$ cat src/rtl/spiss_pkg.sv
package spiss_pkg;

  localparam logic [1:0] ADDR_DATA = 2'd0;
  localparam logic [1:0] ADDR_STAT = 2'd1;
  localparam logic [1:0] ADDR_CTRL = 2'd2;

  // Strobes from the control module to the datapath, one system clock wide.
  typedef struct packed {
    logic loadTx;     // copy the write data into the transmit shifter
    logic sampleBit;  // take mosiBit into the receive shifter
    logic shiftBit;   // advance the transmit shifter
    logic captureRx;  // last bit of the byte: move it into the buffer
    logic frameIdle;  // select inactive or port disabled
    logic mosiBit;    // synchronized incoming data bit
  } spiss_strobe_t;

endpackage

$ cat src/rtl/spiss_datapath.sv
module spiss_datapath
  import spiss_pkg::*;
#(
  parameter int DATA_W = 8
) (
  input  logic              clk,
  input  logic              rstN,
  input  spiss_strobe_t     strobe,
  input  logic              cpha,
  input  logic [DATA_W-1:0] loadData,
  output logic              misoBit,
  output logic [DATA_W-1:0] rxBuf
);

  localparam int MSB = DATA_W - 1;

  logic [DATA_W-1:0] txShift;
  logic [DATA_W-1:0] rxShift;
  logic              misoReg;

  // Transmit shifter. In phase 1 the bit is moved to a register on the
  // leading edge, which puts bit 7 on the line at the first edge.
  always_ff @(posedge clk or negedge rstN) begin
    if (!rstN) begin
      txShift <= '0;
      misoReg <= 1'b0;
    end else if (strobe.loadTx) begin
      txShift <= loadData;
    end else if (strobe.shiftBit) begin
      if (cpha) misoReg <= txShift[MSB];
      txShift <= {txShift[MSB-1:0], 1'b0};
    end
  end

  // Receive shifter and holding buffer
  always_ff @(posedge clk or negedge rstN) begin
    if (!rstN) begin
      rxShift <= '0;
      rxBuf   <= '0;
    end else begin
      if (strobe.frameIdle) rxShift <= '0;
      else if (strobe.sampleBit) rxShift <= {rxShift[MSB-1:0], strobe.mosiBit};
      if (strobe.captureRx) rxBuf <= {rxShift[MSB-1:0], strobe.mosiBit};
    end
  end

  assign misoBit = cpha ? misoReg : txShift[MSB];

  // the buffer changes only when a byte completes
  a_r3_rx_hold: assert property (@(posedge clk) disable iff (!rstN)
    !strobe.captureRx |=> $stable(rxBuf));

  // the shifter never moves without a load or a shift edge
  a_r2_tx_hold: assert property (@(posedge clk) disable iff (!rstN)
    !strobe.loadTx && !strobe.shiftBit |=> $stable(txShift));

endmodule

$ cat src/rtl/spiss_ctrl.sv
module spiss_ctrl
  import spiss_pkg::*;
#(
  parameter int DATA_W      = 8,
  parameter int SYNC_STAGES = 2
) (
  input  logic              clk,
  input  logic              rstN,
  input  logic [1:0]        regAddr,
  input  logic              regWr,
  input  logic              regRd,
  input  logic [4:0]        ctrlWdata,
  input  logic [DATA_W-1:0] rxBuf,
  output logic [DATA_W-1:0] regRdata,
  input  logic              intMask,
  output logic              irqOut,
  input  logic              sckIn,
  input  logic              ssNIn,
  input  logic              mosiIn,
  output logic              misoOe,
  output logic              cphaOut,
  output spiss_strobe_t     strobe
);

  localparam int CNT_W = $clog2(DATA_W);
  localparam logic [CNT_W-1:0] LAST_BIT = CNT_W'(DATA_W - 1);

  // Synchronizers and edge detection
  logic [SYNC_STAGES-1:0] sckPipe, ssPipe, mosiPipe;
  logic sckLast;
  always_ff @(posedge clk or negedge rstN) begin
    if (!rstN) begin
      sckPipe  <= '0;
      ssPipe   <= '1;
      mosiPipe <= '0;
      sckLast  <= 1'b0;
    end else begin
      sckPipe  <= {sckPipe[SYNC_STAGES-2:0], sckIn};
      ssPipe   <= {ssPipe[SYNC_STAGES-2:0], ssNIn};
      mosiPipe <= {mosiPipe[SYNC_STAGES-2:0], mosiIn};
      sckLast  <= sckPipe[SYNC_STAGES-1];
    end
  end

  logic sckS, ssS, mosiS;
  assign sckS  = sckPipe[SYNC_STAGES-1];
  assign ssS   = ssPipe[SYNC_STAGES-1];
  assign mosiS = mosiPipe[SYNC_STAGES-1];

  // Control register
  logic enBit, mstBit, ieBit, cpolBit, cphaBit;
  logic dataWr, dataRd, statRd, ctrlWr;
  assign dataWr = regWr && (regAddr == ADDR_DATA);
  assign dataRd = regRd && (regAddr == ADDR_DATA);
  assign statRd = regRd && (regAddr == ADDR_STAT);
  assign ctrlWr = regWr && (regAddr == ADDR_CTRL);

  always_ff @(posedge clk or negedge rstN) begin
    if (!rstN) {cphaBit, cpolBit, ieBit, mstBit, enBit} <= '0;
    else if (ctrlWr) {cphaBit, cpolBit, ieBit, mstBit, enBit} <= ctrlWdata;
  end

  logic active, selected;
  assign active   = enBit && !mstBit;
  assign selected = active && !ssS;

  logic sckRise, sckFall, leadEdge, trailEdge, sampleEdge, shiftEdge;
  assign sckRise    = sckS && !sckLast;
  assign sckFall    = !sckS && sckLast;
  assign leadEdge   = cpolBit ? sckFall : sckRise;
  assign trailEdge  = cpolBit ? sckRise : sckFall;
  assign sampleEdge = selected && (cphaBit ? trailEdge : leadEdge);
  assign shiftEdge  = selected && (cphaBit ? leadEdge : trailEdge);

  // Bit counter
  logic [CNT_W-1:0] bitCnt;
  logic lastBit;
  assign lastBit = sampleEdge && (bitCnt == LAST_BIT);
  always_ff @(posedge clk or negedge rstN) begin
    if (!rstN) bitCnt <= '0;
    else if (!selected) bitCnt <= '0;
    else if (sampleEdge) bitCnt <= lastBit ? '0 : bitCnt + 1'b1;
  end

  // Done flag and two-step clear
  logic doneFlag, statSeen, wrAllowed, loadOk;
  assign wrAllowed = !doneFlag || statSeen;
  assign loadOk    = dataWr && wrAllowed && (bitCnt == '0) && (cphaBit || ssS);

  always_ff @(posedge clk or negedge rstN) begin
    if (!rstN) begin
      doneFlag <= 1'b0;
      statSeen <= 1'b0;
    end else if (lastBit) begin
      doneFlag <= 1'b1;
      statSeen <= 1'b0;
    end else if (doneFlag && statSeen && (dataWr || dataRd)) begin
      doneFlag <= 1'b0;
      statSeen <= 1'b0;
    end else if (doneFlag && statRd) begin
      statSeen <= 1'b1;
    end
  end

  always_comb begin
    strobe.loadTx    = loadOk;
    strobe.sampleBit = sampleEdge;
    strobe.shiftBit  = shiftEdge;
    strobe.captureRx = lastBit;
    strobe.frameIdle = !selected;
    strobe.mosiBit   = mosiS;
  end

  always_comb begin
    unique case (regAddr)
      ADDR_DATA: regRdata = rxBuf;
      ADDR_STAT: regRdata = {doneFlag, {(DATA_W-1){1'b0}}};
      ADDR_CTRL: regRdata = {{(DATA_W-5){1'b0}}, cphaBit, cpolBit, ieBit, mstBit, enBit};
      default:   regRdata = '0;
    endcase
  end

  assign irqOut  = doneFlag && ieBit && !intMask;
  assign misoOe  = selected;
  assign cphaOut = cphaBit;

  // a completed byte raises the flag on the next cycle
  a_r6_flag_set: assert property (@(posedge clk) disable iff (!rstN)
    lastBit |=> doneFlag);
  // no interrupt without the flag
  a_r6_irq_needs_flag: assert property (@(posedge clk) disable iff (!rstN)
    irqOut |-> doneFlag);
  // second step of the clear sequence drops the flag
  a_r7_flag_clear: assert property (@(posedge clk) disable iff (!rstN)
    doneFlag && statSeen && (dataWr || dataRd) && !lastBit |=> !doneFlag);
  // no load while the flag waits for its status read
  a_r8_wr_blocked: assert property (@(posedge clk) disable iff (!rstN)
    doneFlag && !statSeen |-> !strobe.loadTx);
  // select high returns the bit counter to zero
  a_r9_cnt_idle: assert property (@(posedge clk) disable iff (!rstN)
    ssS |=> bitCnt == '0);
  // a disabled port never drives the line
  a_r1_oe_gate: assert property (@(posedge clk) disable iff (!rstN)
    !active |-> !misoOe);

endmodule

$ cat src/rtl/spi_sel_slave.sv
module spi_sel_slave
  import spiss_pkg::*;
#(
  parameter int DATA_W      = 8,
  parameter int SYNC_STAGES = 2
) (
  input  logic              clk,
  input  logic              rstN,
  input  logic [1:0]        regAddr,
  input  logic              regWr,
  input  logic              regRd,
  input  logic [DATA_W-1:0] regWdata,
  output logic [DATA_W-1:0] regRdata,
  input  logic              intMask,
  output logic              irqOut,
  input  logic              sckIn,
  input  logic              ssNIn,
  input  logic              mosiIn,
  output logic              misoOut,
  output logic              misoOe
);

  spiss_strobe_t     strobe;
  logic              cpha;
  logic [DATA_W-1:0] rxBuf;

  spiss_ctrl #(.DATA_W(DATA_W), .SYNC_STAGES(SYNC_STAGES)) u_ctrl (
    .clk(clk), .rstN(rstN), .regAddr(regAddr), .regWr(regWr), .regRd(regRd),
    .ctrlWdata(regWdata[4:0]), .rxBuf(rxBuf), .regRdata(regRdata),
    .intMask(intMask), .irqOut(irqOut), .sckIn(sckIn), .ssNIn(ssNIn),
    .mosiIn(mosiIn), .misoOe(misoOe), .cphaOut(cpha), .strobe(strobe)
  );

  spiss_datapath #(.DATA_W(DATA_W)) u_datapath (
    .clk(clk), .rstN(rstN), .strobe(strobe), .cpha(cpha),
    .loadData(regWdata), .misoBit(misoOut), .rxBuf(rxBuf)
  );

endmodule

$ cat config.mk
export PLATFORM = sky130hd
export DESIGN_NAME = spi_sel_slave
export DESIGN_NICKNAME = d
export VERILOG_FILES = /design/src/rtl/spiss_pkg.sv /design/src/rtl/spiss_datapath.sv /design/src/rtl/spiss_ctrl.sv /design/src/rtl/spi_sel_slave.sv
export SDC_FILE = /design/constraint.sdc
export NUM_CORES = 1
export LEC_CHECK = 0
export BUFFER_PORTS_ARGS = -buffer_cell sky130_fd_sc_hd__buf_2
export CAP_MARGIN = 25
export CORE_MARGIN = 10
export CORE_UTILIZATION = 60
export CTS_BUF_LIST = sky130_fd_sc_hd__clkbuf_16
export CTS_CLUSTER_SIZE = 8
export DETAILED_ROUTE_END_ITERATION = 8
export PLACE_DENSITY = 0.83
export SLEW_MARGIN = 20
export SYNTH_ARGS = -nofsm -noshare
export SYNTH_HDL_FRONTEND = slang
export SYNTH_SLANG_ARGS = --single-unit
$ cat constraint.sdc
create_clock -name clk -period 3.5 [get_ports clk]
set_clock_uncertainty 0.2 [all_clocks]
set_input_delay 0.35 -clock clk [delete_from_list [all_inputs] [get_ports clk]]
set_output_delay 0.35 -clock clk [all_outputs]
set_load 0.005 [all_outputs]
# Word level (Yosys, flattened, before mapping)
# Index checks and enable logic that the tools add are counted.
dict set report classes {
  add_sub_neg 1
  eq_ne 4
  n_mux 18
  n_bitwise 1
  reduce_logical 34
}
# operator n
set op_table {}
lappend op_table {{case mux 8 bit (3 select lines)} 1}
lappend op_table {{logical AND 1 bit} 19}
lappend op_table {{two-way mux 8 bit} 2}
lappend op_table {{two-way mux 7 bit} 2}
lappend op_table {{two-way mux 1 bit} 10}
lappend op_table {{two-way mux 3 bit} 3}
lappend op_table {{logical NOT 1 bit} 6}
lappend op_table {{nonzero test 2 bit} 2}
lappend op_table {{adder 3 x 1 -> 3 bit (second input constant)} 1}
lappend op_table {{equality test 3 bit (second input constant)} 1}
lappend op_table {{logical NOT 3 bit} 1}
lappend op_table {{logical OR 1 bit} 3}
lappend op_table {{AND reduction 3 bit} 1}
lappend op_table {{nonzero test 3 bit} 1}
lappend op_table {{equality test 2 x 1 -> 1 bit (second input constant)} 1}
lappend op_table {{equality test 2 bit (second input constant)} 1}
lappend op_table {{logical NOT 2 bit} 1}
lappend op_table {{!= test 2 bit (second input constant)} 1}
lappend op_table {{NOT 1 bit} 1}
dict set report totals {
  ff_bits 41
  inputBits 18
  output_inout_bits 11
  word_cells 74
}

# Longest topological paths before layout
# Gate-level depths: netlist of the first run.
dict set report logic_depth {
  depth_word 9
  depth_mapped 7
  ltp_nobuf 6
}

# Modules after synthesis
# A second synthesis of the first run with hierarchy kept.
dict set report unflattened {
  cells_unflattened 164
  hier_area_um2 1921.8
}
# mod instances cells_per_inst area_per_inst_um2 seq_area_each_um2
set by_module_without_submodules {}
lappend by_module_without_submodules {spiss_datapath 1 77 1006.0 600.6}
lappend by_module_without_submodules {spiss_ctrl 1 87 915.9 427.9}

# Worst setup path before layout of the first run
# No wires, ideal clock.
dict set report synth_path {
  path_kind {register -> register}
  from {reg u_ctrl.cphaBit, in the netlist u_ctrl.cphaOut}
  to {reg u_datapath.rxBuf[0]}
  setup_ns 0.125
  t_arrival_ns 1.494
  required_ns 3.175
  slack_ns 1.681
  path_stages_with_launch 6
  path_buffers 1
  synth_period_minus_slack_ns 1.819
  path_cell_list {dfrtp_1 > buf_2 > xnor2_2 > mux2i_1 > nand3_2 > mux2_2}
}
dict set report synth_between {
  elab_chain_len 3
}
# element line_no
set synth_lines {}
lappend synth_lines {{start: declaration} spiss_ctrl.sv:51} ;# logic enBit, mstBit, ieBit, cpolBit, cphaBit;
lappend synth_lines {{start signal: assignment} spiss_ctrl.sv:60} ;# else if (ctrlWr) {cphaBit, cpolBit, ieBit, mstBit, enBit} <= ctrlWdata;
lappend synth_lines {{two-way mux 1 bit} spiss_ctrl.sv:72} ;# assign sampleEdge = selected && (cphaBit ? trailEdge : leadEdge);
lappend synth_lines {{logical AND 1 bit} spiss_ctrl.sv:72}
lappend synth_lines {{logical AND 1 bit} spiss_ctrl.sv:78} ;# assign lastBit = sampleEdge && (bitCnt == LAST_BIT);
lappend synth_lines {{end signal: assignment} spiss_datapath.sv:43} ;# if (strobe.captureRx) rxBuf <= {rxShift[MSB-1:0], strobe.mosiBit};
lappend synth_lines {{end: declaration} spiss_datapath.sv:12} ;# output logic [DATA_W-1:0] rxBuf
# No other way between the ends.
# A chain may end at the register's enable or synchronous reset.

# Worst setup path in the final report of the first run
dict set report layout_path {
  from {reg u_ctrl.ssPipe[1]}
  to {out misoOe}
}
dict set report layout_between {
  elab_chain_len 2
}
# element line_no
set layout_lines {}
lappend layout_lines {{start: declaration} spiss_ctrl.sv:29} ;# logic [SYNC_STAGES-1:0] sckPipe, ssPipe, mosiPipe;
lappend layout_lines {{start signal: assignment} spiss_ctrl.sv:39} ;# ssPipe <= {ssPipe[SYNC_STAGES-2:0], ssNIn};
lappend layout_lines {{logical NOT 1 bit} spiss_ctrl.sv:65} ;# assign selected = active && !ssS;
lappend layout_lines {{logical AND 1 bit} spiss_ctrl.sv:65}
lappend layout_lines {{end: declaration} spi_sel_slave.sv:20} ;# output logic misoOe
# No other way between the ends.

==> reports/qor.csv, run 1 <==
stage,metric,value,unit
synthesis,ys_warn_count,0,
synthesis,avgSynthCellArea,11.3,um^2
sta,rsz0062_at_grt,no,
sta,timing.fmax,441,MHz
floorplan,die_width,75.8,um
layout,final_common_cell,dfrtp_1,
routing,remaining_drc_errors,0,
clock_network,ctsResizeCount,0,
layout,antenna_cells,0,
sta,max_slew.worst_pin.slew,0.862,ns
synthesis,synth_cell_type_count,27,
routing,wl,3780,um
synthesis,synth_ff_type,dfrtp_1,
synthesis,yosysSeqAreaShare,55.0,%
synthesis,synth_edf_count,0,
clock_network,cts_tree,done,
global_route,overflow,0,
power,swShare,23.5,%
power,p_switching,0.000314,W
layout,layout_common_cells,"39 x dfrtp_1, 29 x nor2_1, 28 x buf_2, 18 x mux2i_1, 15 x mux2_2",
clock_network,numCtsBuffers,5,
synthesis,ys_ff_latch,41,
power,internal-power,0.00103,W
sta,fin_crit_sh,64.7,%
floorplan,initial_utilization,61.8,%
routing,met1Wirelength,1540,um
routing,wl_met3,243,um
synthesis,syn_inst,166,
place,dp_hpwl,2700,um
run_status,status,finished with violations,
floorplan,die_h,75.8,um
setup_path,cp_max_fo,19,
global_route,grt_pass1_vias,1334,
setup_path,required,2.95,ns
power,leakage,1.08,nW
layout,n_fill_cell,198,
place,gp_congestion,0.827,
sta,max_slew_margin,42.5,%
routing,viasPerCell,5.39,
clock_network,clk_latency,0.28,ns
sta,fin_crit,2.27,ns
global_route,grt_pass1_wl,6340,um
power,ir_drop,0.000384,V
min_path,hp-class,input port to asynchronous set/reset pin,
floorplan,die_area,0.00575,mm^2
synthesis,mappedNetlistNets,187,
clock_network,postCtsSetupBuffers,0,
place,placedCellCount,233,
routing,drtAntennaViolNets,0,
setup_path,path_class,register to output pin,
setup_path,arrival,1.72,ns
setup_path,crit_path_end_kind,output pin,
clock_network,cts_sinks,41,
routing,via_count,1314,
power,power.share.clock,43.7,%
clock_network,htreeDepth,2,
clock_network,clock_path_buffers,2,
global_route,grt_usage,14.7,%
power,combPwrFrac,13.6,%
global_route,grt_max_degree,42,
routing,met2_length,1930,um
synthesis,synth_area,0.00187,mm^2
floorplan,io_pins,29,
sta,tns,0,ns
routing,drt_iter0_markers,83,
sta,drv_slew,0,
routing,top_layer,met4,
flow_run,cap_violations,0,
layout,fin_util,74.8,%
sta,final_hold_viol_count,29,
clock_network,cts-root-buf,clkbuf_16,
sta,whs,-0.0204,ns
power,p_per_area,591,mW/mm^2
place,port_buffers,28,
floorplan,rows,20,
run_status,violations,hold timing,
synthesis,async_flop_share,100,%
clock_network,path_clk_slew,0.06,ns
sta,finalSetupViolations,0,
global_route,antenna_found_initial,0,
layout,finalNonFillerCells,244,
setup_path,cp-start-kind,register,
layout,fin_nets,220,
power,seq_power_share,42.7,%
layout,areaGrowthSynthToFinish,21.1,%
routing,wire_per_inst,15.5,um
routing,firstDrtPassIters,4,
floorplan,core,0.00303,mm^2
layout,drive_gt1_share,29.0,%
[metrics by stage]
step	setup slack (ns)	area, um^2	power, W
2_1_floorplan	1.68	1870	0.000696
3_3_place_gp	1.38	2040	0.000749
3_5_place_dp	1.35	2040	0.000755
4_1_cts	1.24	2260	0.00135
5_1_grt	1.14	2260	0.00139
6_report	1.23	2260	0.00134
[registers in the layout (all words and copies together), names as in the netlist, 2 cells and up]
signal              flops
u_datapath.txShift      8
u_ctrl.mosiPipe         2
u_datapath.rxShift      7
u_ctrl.ssPipe           2
u_ctrl.sckPipe          2
u_ctrl.bitCnt           3
u_datapath.rxBuf        8
[worst max-delay path, stage by stage (launching register included)]
cell     delay (ns)
dfstp_2        0.53
nor2_1         0.04
nand2_1        0.45
inv_2          0.21
buf_2          0.19
[timing repair]
item / 4_1_cts / 5_1_grt
setup endpoints to repair: 0 / 0
hold buffers: 3 / 0
hold endpoints to repair: 3 / 0
[final timing paths]
check                             startpoint                    end  slack [ns]  cells past startpoint
max in group asynchronous               rstN  u_datapath.rxShift[3]        2.57                      1
hold reg to reg            u_ctrl.sckPipe[0]      u_ctrl.sckPipe[1]        0.15                      0
hold / removal                          rstN  u_datapath.txShift[4]       -0.02                      1
min in group clk                 regWdata[1]          u_ctrl.mstBit        0.13                      2
setup / recovery            u_ctrl.ssPipe[1]                 misoOe        1.23                      4
setup reg to reg            u_ctrl.ssPipe[1]    u_datapath.rxBuf[7]        1.30                      5
[power groups by stage]
stage	sequential, W	combinational (W)	clock, W
2_1_floorplan	0.000561	0.000136	0
3_3_place_gp	0.000577	0.000172	0
3_5_place_dp	0.000578	0.000177	0
4_1_cts	0.000571	0.000184	0.000592
5_1_grt	0.000578	0.000204	0.000613
6_report	0.000572	0.000182	0.000585
[metal layers]
layer,up-vias,GRT usage (%)
li1,640,-
met1,629,17.1
met2,38,25.0
met3,7,3.65
met4,0,6.60
met5,-,0
[cells by family (layout without fill, tap and decap cells)]
| group | Yosys count | count (layout) | share of synthesized area [%] |
|---|---|---|---|
| mux | 33 | 33 | 18.7 |
| compound gates | 22 | 22 | 7.22 |
| buf+inv | 11 | 45 | 2.54 |
| flops | 41 | 41 | 55.0 |
| fa+ha+maj | 3 | 3 | 2.01 |
| simple gates | 55 | 55 | 13.7 |
| xor+xnor | 1 | 1 | 0.870 |
[Yosys cell counts (3+ instances only)]
| library cell | instances | area [um^2] |
|---|---|---|
| ha_1 | 3 | 37.5 |
| nand2b_1 | 5 | 31.3 |
| nor2_1 | 29 | 109 |
| dfrtp_1 | 39 | 976 |
| nand3_1 | 7 | 35.0 |
| clkbuf_1 | 3 | 11.3 |
| mux2i_1 | 18 | 180 |
| o21ai_0 | 11 | 55.1 |
| mux2_2 | 15 | 169 |
| inv_1 | 4 | 15.0 |
| a31oi_1 | 7 | 43.8 |
| nand2_1 | 6 | 22.5 |
[area by class of cell]
class | instances | area (um^2) | area share, %
Sequential cell | 41 | 1030 | 45.4
Multi-Input combinational cell | 114 | 795 | 35.1
Timing Repair Buffer | 32 | 178 | 7.85
Clock buffer | 5 | 125 | 5.52
Clock inverter | 3 | 65.1 | 2.87
Tap cell | 44 | 55.1 | 2.43
Inverter | 5 | 18.8 | 0.829
No activity file was read; power rests on OpenSTA's default activity.
==> run 2: changes to the inputs <==
CORE_UTILIZATION = 50   (was 60)
PLACE_DENSITY = 0.73   (was 0.83)
clock period = 1.8 ns   (was 3.5 ns; I/O delays follow)
==> reports/qor.csv, run 2 (synthesized netlist as in run 1, its figures left out) <==
stage,metric,value,unit,change
floorplan,io_pins,29,,unchanged
setup_path,cp-startpoint,u_ctrl.cphaOut,,was u_ctrl.ssPipe[1]
clock_network,htreeDepth,2,,unchanged
place,dp_hpwl,2980,um,was 2700 um
sta,fin_crit_sh,101,%,
setup_path,rrSetupSlack,-0.01,ns,was 1.30 ns
setup_path,cp-start-kind,register,,unchanged
clock_network,path_clk_slew,0.06,ns,about the same
layout,antenna_cells,0,,unchanged
min_path,hp-class,input port to register,,was input port to asynchronous set/reset pin
setup_path,slowest_delay,0.40,ns,was 0.53 ns
routing,wl,4170,um,was 3780 um
clock_network,cts-root-buf,clkbuf_16,,unchanged
routing,wire_per_inst,15.7,um,was 15.5 um
routing,firstDrtPassIters,4,,unchanged
setup_path,reg2reg_depth,5,,unchanged
sta,final_hold_viol_count,0,,was 29
global_route,antenna_found_initial,0,,unchanged
layout,layout_common_cells,"39 x dfrtp_1, 29 x nor2_1, 28 x buf_2, 17 x mux2i_1, 14 x mux2_2",,"was 39 x dfrtp_1, 29 x nor2_1, 28 x buf_2, 18 x mux2i_1, 15 x mux2_2"
setup_path,reg2reg_from,u_ctrl.cphaOut,,was u_ctrl.ssPipe[1]
setup_path,crit_chain,"xnor2_2, buf_4, mux2_4, o21ai_1, a31oi_2",,"was nor2_1, nand2_1, inv_2, buf_2"
sta,finalSetupViolations,6,,was 0
flow_run,cap_violations,0,,unchanged
routing,viasPerCell,5.21,,was 5.39
layout,fin_util,66.4,%,was 74.8%
sta,timing.fmax,552,MHz,
global_route,grt_max_degree,24,,was 42
layout,areaGrowthSynthToFinish,29.0,%,was 21.1%
run_status,violations,setup timing,,was hold timing
sta,max_slew.worst_pin.slew,0.501,ns,was 0.862 ns
setup_path,cp_max_fo,8,,was 19
routing,drt_iter0_markers,87,,was 83
routing,drtAntennaViolNets,0,,unchanged
global_route,overflow,0,,unchanged
sta,fin_ws,-0.0114,ns,was 1.23 ns
sta,max_slew_margin,66.6,%,was 42.5%
sta,fin_crit,1.81,ns,
place,gp_congestion,0.737,,was 0.827
floorplan,die_width,81.2,um,was 75.8 um
setup_path,path_class,register to register,,was register to output pin
setup_path,reg2reg_to,u_datapath.txShift[5],,was u_datapath.rxBuf[7]
global_route,grt_usage,13.6,%,was 14.7%
place,pre_cts_slack,0.00694,ns,was 1.35 ns
run_status,status,finished with violations,,unchanged
clock_network,cts_sinks,41,,unchanged
clock_network,clk_latency,0.28,ns,about the same
sta,rsz0062_at_grt,yes,,was no
global_route,grt_pass1_wl,6980,um,was 6340 um
sta,drv_slew,0,,unchanged
clock_network,cts_tree,done,,unchanged
power,leakage,1.14,nW,was 1.08 nW
sta,tns,-0.0324,ns,was 0 ns
power,p_per_area,993,mW/mm^2,was 591 mW/mm^2
setup_path,crit_end,u_datapath.txShift[5],,was misoOe
floorplan,die_h,81.2,um,was 75.8 um
setup_path,cp_slowest_cell,dfrtp_1,,was dfstp_2
layout,fin_nets,238,,was 220
setup_path,required,1.75,ns,was 2.95 ns
floorplan,initial_utilization,51.5,%,was 61.8%
setup_path,crit_path_end_kind,register,,was output pin
floorplan,rows,22,,was 20
global_route,grt_pass1_vias,1477,,"was 1,334"
power,ir_drop,0.000543,V,was 0.000384 V
floorplan,core,0.00363,mm^2,was 0.00303 mm^2
layout,final_common_cell,dfrtp_1,,unchanged
layout,drive_gt1_share,31.7,%,was 29.0%
setup_path,arrival,1.76,ns,was 1.72 ns
layout,reg.largest.list,"u_datapath.rxBuf x8, u_datapath.txShift x8, u_datapath.rxShift x7",,unchanged
clock_network,numCtsBuffers,5,,unchanged
floorplan,die_area,0.00659,mm^2,was 0.00575 mm^2
routing,remaining_drc_errors,0,,unchanged
clock_network,clock_path_buffers,2,,unchanged
place,port_buffers,28,,unchanged
routing,via_count,1386,,"was 1,314"
[run 2: what timing repair did]
item                                    in CTS  in global routing
endpoints found under the setup margin       8                 25
pin swaps                                    0                  4
hold buffers                                12                  0
resized for setup                            0                 10
endpoints found under the hold margin       35                  0
setup buffers                                0                  0
gates cloned                                 0                  1
[run 2: metal layers]
metal / vias to the layer above / wire, um / global-route usage [%]
li1: 681 / - / -
met5: - / 0 / 0
met4: 0 / 28 / 3.63
met1: 683 / 1640 / 14.3
met3: 2 / 220 / 5.85
met2: 20 / 2280 / 24.4
[run 2: area by class of cell]
| cell class | count | area (um^2) |
|---|---|---|
| fillers | 273 | 1220 |
| clock inverters | 3 | 13.8 |
| flip-flops and latches | 41 | 1030 |
| multi-input cells | 115 | 832 |
| inverters | 5 | 18.8 |
| well taps | 48 | 60.1 |
| repair buffers | 49 | 335 |
| clock buffers | 5 | 125 |
[run 2: worst min-delay path by stage]
stage	from	to	slack, ns	cells after the start
finish	regAddr[0]	u_ctrl.statSeen	0.07	3
global route	regAddr[0]	u_ctrl.statSeen	0.11	3
CTS	regAddr[0]	u_ctrl.statSeen	0.06	3
detailed placement	rstN	u_ctrl.mstBit	-0.03	1
global placement	rstN	u_ctrl.ieBit	-0.04	1
floorplan	rstN	u_ctrl.bitCnt[0]	-0.32	0
[run 2: power breakdown]
group          switching, W  internal, W
sequential        0.0000724      0.00103
combinational      0.000227     0.000241
clock              0.000322     0.000502
[run 2: critical path: cells and delay by family, from the launching register on]
| family | cells | cell delay, ns |
|---|---|---|
| AO/OA/AOI/OAI | 2 | 0.30 |
| multiplexers | 1 | 0.34 |
| buffers and inverters | 1 | 0.17 |
| XOR/XNOR | 1 | 0.26 |
| flip-flops | 1 | 0.40 |
[run 2: through the flow]
stage | total power [W] | hold WS (ns) | cells | cell area (um^2)
6_report | 0.00240 | 0.0680 | 266 | 2410
5_1_grt | 0.00253 | 0.106 | 266 | 2410
4_1_cts | 0.00237 | 0.0637 | 265 | 2370
3_5_place_dp | 0.00151 | -0.0318 | 245 | 2110
3_3_place_gp | 0.00149 | -0.0360 | 245 | 2110
2_1_floorplan | 0.00135 | -0.316 | 166 | 1870
